### config.mk
export PLATFORM = sky130hd
export DESIGN_NAME = dual_nco_pwm
export DESIGN_NICKNAME = d
export VERILOG_FILES = /design/src/rtl/dnco_pkg.sv /design/src/rtl/dnco_ctrl.sv /design/src/rtl/dnco_lane.sv /design/src/rtl/dual_nco_pwm.sv
export SDC_FILE = /design/constraint.sdc
export NUM_CORES = 1
export LEC_CHECK = 0
export BUFFER_PORTS_ARGS = -buffer_cell sky130_fd_sc_hd__clkbuf_2
export CAP_MARGIN = 20
export CELL_PAD_IN_SITES_DETAIL_PLACEMENT = 0
export CELL_PAD_IN_SITES_GLOBAL_PLACEMENT = 1
export CORE_MARGIN = 3
export CORE_UTILIZATION = 35
export DETAILED_ROUTE_END_ITERATION = 7
export HOLD_SLACK_MARGIN = 0.1
export PLACE_DENSITY_LB_ADDON = 0.12
export SLEW_MARGIN = 20
export SYNTH_ARGS = -nofsm -noshare
export SYNTH_HDL_FRONTEND = slang
export SYNTH_SLANG_ARGS = --single-unit
### constraint.sdc
create_clock -name clk -period 4.7 [get_ports clk]
set_clock_uncertainty 0.15 [all_clocks]
set_input_delay 0.47 -clock clk [delete_from_list [all_inputs] [get_ports clk]]
set_output_delay 0.47 -clock clk [all_outputs]
set_load 0.02 [all_outputs]
### src/rtl/dnco_pkg.sv
package dnco_pkg;

    typedef enum logic [0:0] {
        ST_HALT = 1'b0,
        ST_RUN  = 1'b1
    } dnco_state_e;

    localparam int unsigned LANE_COUNT = 2;

endpackage

### src/rtl/dnco_ctrl.sv
module dnco_ctrl
    import dnco_pkg::*;
#(
    parameter int unsigned W = 32
) (
    input  logic         clk,
    input  logic         rst,
    input  logic         load,
    input  logic [W-1:0] freq_word,
    output logic         run,
    output logic [W-1:0] freq_q
);

    dnco_state_e state_q;
    dnco_state_e state_d;

    // next-state: T_START on a nonzero load, T_PARK on a zero load
    always_comb begin
        state_d = state_q;
        unique case (state_q)
            ST_HALT: if (load && (freq_word != '0)) state_d = ST_RUN;
            ST_RUN:  if (load && (freq_word == '0)) state_d = ST_HALT;
            default: state_d = ST_HALT;
        endcase
    end

    // state register; T_RESET forces ST_HALT
    always_ff @(posedge clk) begin
        if (rst) begin
            state_q <= ST_HALT;
            freq_q  <= '0;
        end else begin
            state_q <= state_d;
            if (load) freq_q <= freq_word;
        end
    end

    // outputs of the controller
    always_comb begin
        unique case (state_q)
            ST_RUN:  run = 1'b1;
            ST_HALT: run = 1'b0;
            default: run = 1'b0;
        endcase
    end

endmodule

### src/rtl/dnco_lane.sv
module dnco_lane #(
    parameter int unsigned W = 32
) (
    input  logic         clk,
    input  logic         rst,
    input  logic         step,
    input  logic [W-1:0] inc,
    input  logic         preset_en,
    input  logic [W-1:0] preset_val,
    output logic [W-1:0] acc,
    output logic         msb
);

    localparam int unsigned TOP = W - 1;

    // the residue after a wrap is kept: no clear on rollover
    always_ff @(posedge clk) begin
        if (rst) begin
            acc <= '0;
        end else if (preset_en) begin
            acc <= preset_val;
        end else if (step) begin
            acc <= acc + inc;
        end
    end

    assign msb = acc[TOP];

endmodule

### src/rtl/dual_nco_pwm.sv
module dual_nco_pwm
    import dnco_pkg::*;
#(
    parameter int unsigned ACC_W = 32
) (
    input  logic             clk,
    input  logic             rst,
    input  logic [ACC_W-1:0] freq_word,
    input  logic [ACC_W-1:0] phase_word,
    input  logic             load,
    output logic             lead_out,
    output logic             lag_out,
    output logic             pulse_out
);

    logic             run;
    logic [ACC_W-1:0] freq_q;
    logic [ACC_W-1:0] base_next;
    logic [ACC_W-1:0] acc_lane [LANE_COUNT];
    logic             msb_lane [LANE_COUNT];
    logic [ACC_W-1:0] acc_lead;
    logic [ACC_W-1:0] acc_lag;

    dnco_ctrl #(.W(ACC_W)) u_ctrl (
        .clk       (clk),
        .rst       (rst),
        .load      (load),
        .freq_word (freq_word),
        .run       (run),
        .freq_q    (freq_q)
    );

    // leading accumulator advanced by the fresh word on a load
    assign base_next = acc_lane[0] + freq_word;

    for (genvar g = 0; g < LANE_COUNT; g++) begin : g_lane
        logic [ACC_W-1:0] offs;
        if (g == 0) begin : g_ref
            assign offs = '0;
        end else begin : g_off
            assign offs = phase_word;
        end
        dnco_lane #(.W(ACC_W)) u_lane (
            .clk        (clk),
            .rst        (rst),
            .step       (run),
            .inc        (freq_q),
            .preset_en  (load),
            .preset_val (base_next + offs),
            .acc        (acc_lane[g]),
            .msb        (msb_lane[g])
        );
    end

    assign acc_lead  = acc_lane[0];
    assign acc_lag   = acc_lane[1];
    assign lead_out  = msb_lane[0];
    assign lag_out   = msb_lane[1];
    assign pulse_out = msb_lane[0] | msb_lane[1];

endmodule

==> metrics.cfg <==
[timing]
worst_slack_ns=-0.0638
finalHoldViolCount=0
maxSlewHeadroom_pct=31.7
min_period_over_period_pct=101
max_freq_mhz=210
worst_pin_slew_ns=1.02
final-setup-viol-count=2
rsz0062_at_grt=true
min_period_ns=4.76
worst_hold_slack_ns=0.251
slew_violations=0

[min_path]
worstHoldPathCells=3
whs_endpoint=u_ctrl.freq_q[28]$_SDFFE_PP0P_
hp-class=in -> reg
hp-start=freq_word[28]

[logic_synthesis]
yosysTopAreaCell=dfxtp_1
synth_area_per_cell_um2=7.78
synth_top_cell_area_share_pct=19.0
synth_edf_count=0
ys_seq_area_share_pct=19.0
syn_nets=1515
synth_flop_cell=dfxtp_1
yosys_warnings=0
postSynthCellCount=1315
synthArstFlopShare_pct=0
syn_area_mm2=0.0102
synth-seq-cells=97
synthDistinctLibCells=75
synth.area.top_cells=dfxtp_1, ha_1, a21oi_1

[cells_and_area]
drive_above_1_share_pct=21.0
fin_util_pct=45.2
seq_area_mm2=0.00195
n_antenna_cell=0
area_growth_pct=25.1
nets=1730
final_common_cell=buf_4
multi_input_area_mm2=0.00820
fillers=2914
design_area_mm2=0.0128
final_cell_mix=buf_4, nor2_1, a21oi_1

[critical_path]
start_kind=flop
path_max_fanout=4
cp_slowest_stage_delay_ns=0.36
r2r.worst_path.cells=23
critical_path_class=reg -> reg
cp_top_family=compound AO/OA/AOI/OAI gates
endpoint_kind=flop
r2r_start=g_lane[0].u_lane.acc[0]$_SDFFE_PP0P_
cp.arrival_ns=4.92
crit_path_top_delay_cell=a221o_1
cpMostUsedCell=a21o_1
critPathBufInv=3
reg2reg_to=g_lane[1].u_lane.acc[25]$_SDFFE_PP0P_
crit_chain=ha_4, fa_2, a21oi_2, o211ai_1, a21o_1, a311oi_2, buf_4, o21bai_1, a21oi_1, xnor2_1, ha_1, o21ai_1, o21bai_1, a21o_1, a221o_1, a21o_1, buf_4, buf_6, o211ai_1, nand2_1, nand4_1, o2111a_2, o21a_1
reg2reg_setup_slack_ns=-0.06
crit_required_ns=4.86

[placed_design]
placed_cell_area_mm2=0.0121
port_buffers=69
gp_congestion=0.899
hpwl_mm=28.5

[job]
drv_cap=0

[detailed_routing]
first_pass_iters=5
post_drt_via_cell_ratio=5.50
route.detailed.drc=0
first_iter_violations=667
num_vias=10526
wl_mm=36.5
routedWlPerCell_um=19.1
ant_nets=0

[clock_tree]
cts_buffers=9
cts.sinks=97
clock_path_buffers=2
cts.hold.buffers_added=0
cts.clk_slew.worst_paths_ns=0.07
cts_htree_levels=3
clock_latency_ns=0.36
cts_tree=done
cts_root_buf=clkbuf_16

[global_route]
grt_max_degree=82
gr-usage-all-layers_pct=23.3
overflow=0
grt_pass1_vias=9999
antenna_found_initial=0
grt_pass1_wl_mm=57.3

[power_and_ir_drop]
powerDensity_mw_per_mm2=420
power.leakage_nw=6.06
ir_worst_vdd_mv=0.205
p_total_mw=5.38

[floorplanning]
die-area_mm2=0.0313
die_w_um=177
core_area_mm2=0.0283
rows=61
pin_count=70
die_h_um=177
initial_core_util_pct=36.1

[outcome]
status=finished with violations
violations=setup timing

per-layer routing:
layer / GRT usage (%) / vias to the layer above / share of wire (%)
li1: - / 5355 / -
met1: 36.4 / 4927 / 53
met2: 33.7 / 217 / 41
met3: 3.28 / 27 / 4.6
met4: 4.35 / 0 / 1.3
met5: 0 / - / 0
power by group:
group / total, mW / internal, mW / switching (mW)
combinational: 3.48 / 1.66 / 1.82
sequential: 1.09 / 0.956 / 0.130
clock: 0.820 / 0.467 / 0.353
how the worst max path moves through the flow:
stage / start / to / slack [ns] / depth (start not counted)
2_1_floorplan: freq_word[0] / g_lane[1].u_lane.acc[31]$_SDFFE_PP0P_ / 0.03 / 22
3_3_place_gp: freq_word[1] / g_lane[1].u_lane.acc[31]$_SDFFE_PP0P_ / -0.46 / 22
3_5_place_dp: freq_word[1] / g_lane[1].u_lane.acc[31]$_SDFFE_PP0P_ / -0.46 / 22
4_1_cts: g_lane[0].u_lane.acc[0]$_SDFFE_PP0P_ / g_lane[1].u_lane.acc[31]$_SDFFE_PP0P_ / -0.09 / 21
5_1_grt: g_lane[0].u_lane.acc[0]$_SDFFE_PP0P_ / g_lane[1].u_lane.acc[31]$_SDFFE_PP0P_ / -0.24 / 21
6_report: g_lane[0].u_lane.acc[0]$_SDFFE_PP0P_ / g_lane[1].u_lane.acc[25]$_SDFFE_PP0P_ / -0.06 / 23
flip-flops by register name, summed over array words and instances, names as in the netlist, named ones only:
| register | cells |
|---|---|
| g_lane.u_lane.acc | 64 |
| u_ctrl.freq_q | 32 |
kinds of logic after synthesis:
group	Yosys count	share of synthesized area [%]
AO/OA/AOI/OAI	463	30.4
AND/OR/NAND/NOR	385	17.3
adder cells (fa/ha/maj)	133	16.6
flip-flops	97	19.0
XOR/XNOR	94	8.04
buffers and inverters	87	3.19
multiplexers	56	5.53
worst reg2reg max path: cells and delay by family, from the launching register on:
kind	cells	cell delay (ns)
AO/OA/AOI/OAI	14	2.62
flip-flops	1	0.34
adder cells (fa/ha/maj)	3	0.80
XOR/XNOR	1	0.16
buffers and inverters	3	0.43
AND/OR/NAND/NOR	2	0.22
repair_timing:
| action | CTS | global route |
|---|---|---|
| setup buffers | 6 | 12 |
| setup endpoints to repair | 8 | 11 |
| pin swaps | 25 | 49 |
| resized for setup | 10 | 50 |
| gates cloned | 0 | 0 |
cells in the mapped netlist (4+ instances only):
cell and count:
a2111oi_0 5, a211o_1 6, a211oi_1 47, a21o_1 58, a21oi_1 137, a221o_1 5
a221oi_1 7, a311oi_1 4, a31oi_1 12, and2_1 6, and3_1 12, buf_1 14
clkbuf_1 31, dfxtp_1 97, fa_1 4, ha_1 129, inv_1 41, mux2i_1 52
nand2_1 91, nand2b_1 11, nand3_1 28, nand4_1 14, nor2_1 150, nor2b_1 16
nor3_1 25, nor4_1 9, nor4b_1 4, o2111ai_1 8, o211ai_1 10, o21a_1 25
o21ai_0 57, o21ai_1 10, o21bai_1 19, o22ai_1 7, or3_1 6, or4_1 4
xnor2_1 60, xor2_1 34
final cells by class:
cell class                 count  share of cell area (%)
clock inverter                 5                   0.625
tap                          378                    3.69
sequential                    97                    15.2
multi-input combinational   1131                    64.0
clock buffer                  11                    1.82
timing repair buffer         249                    13.4
inverter                      42                    1.23
stage by stage:
step	setup slack, ns	TNS, ns	std cells
final	-0.0638	-0.104	1913
after global routing	-0.239	-1.43	1913
after CTS	-0.0901	-0.0901	1902
after detailed placement	-0.456	-3.37	1880
after global placement	-0.457	-3.07	1880
after floorplan	0.0315	0	1315
Note: power is estimated with default switching activity, not from simulation.
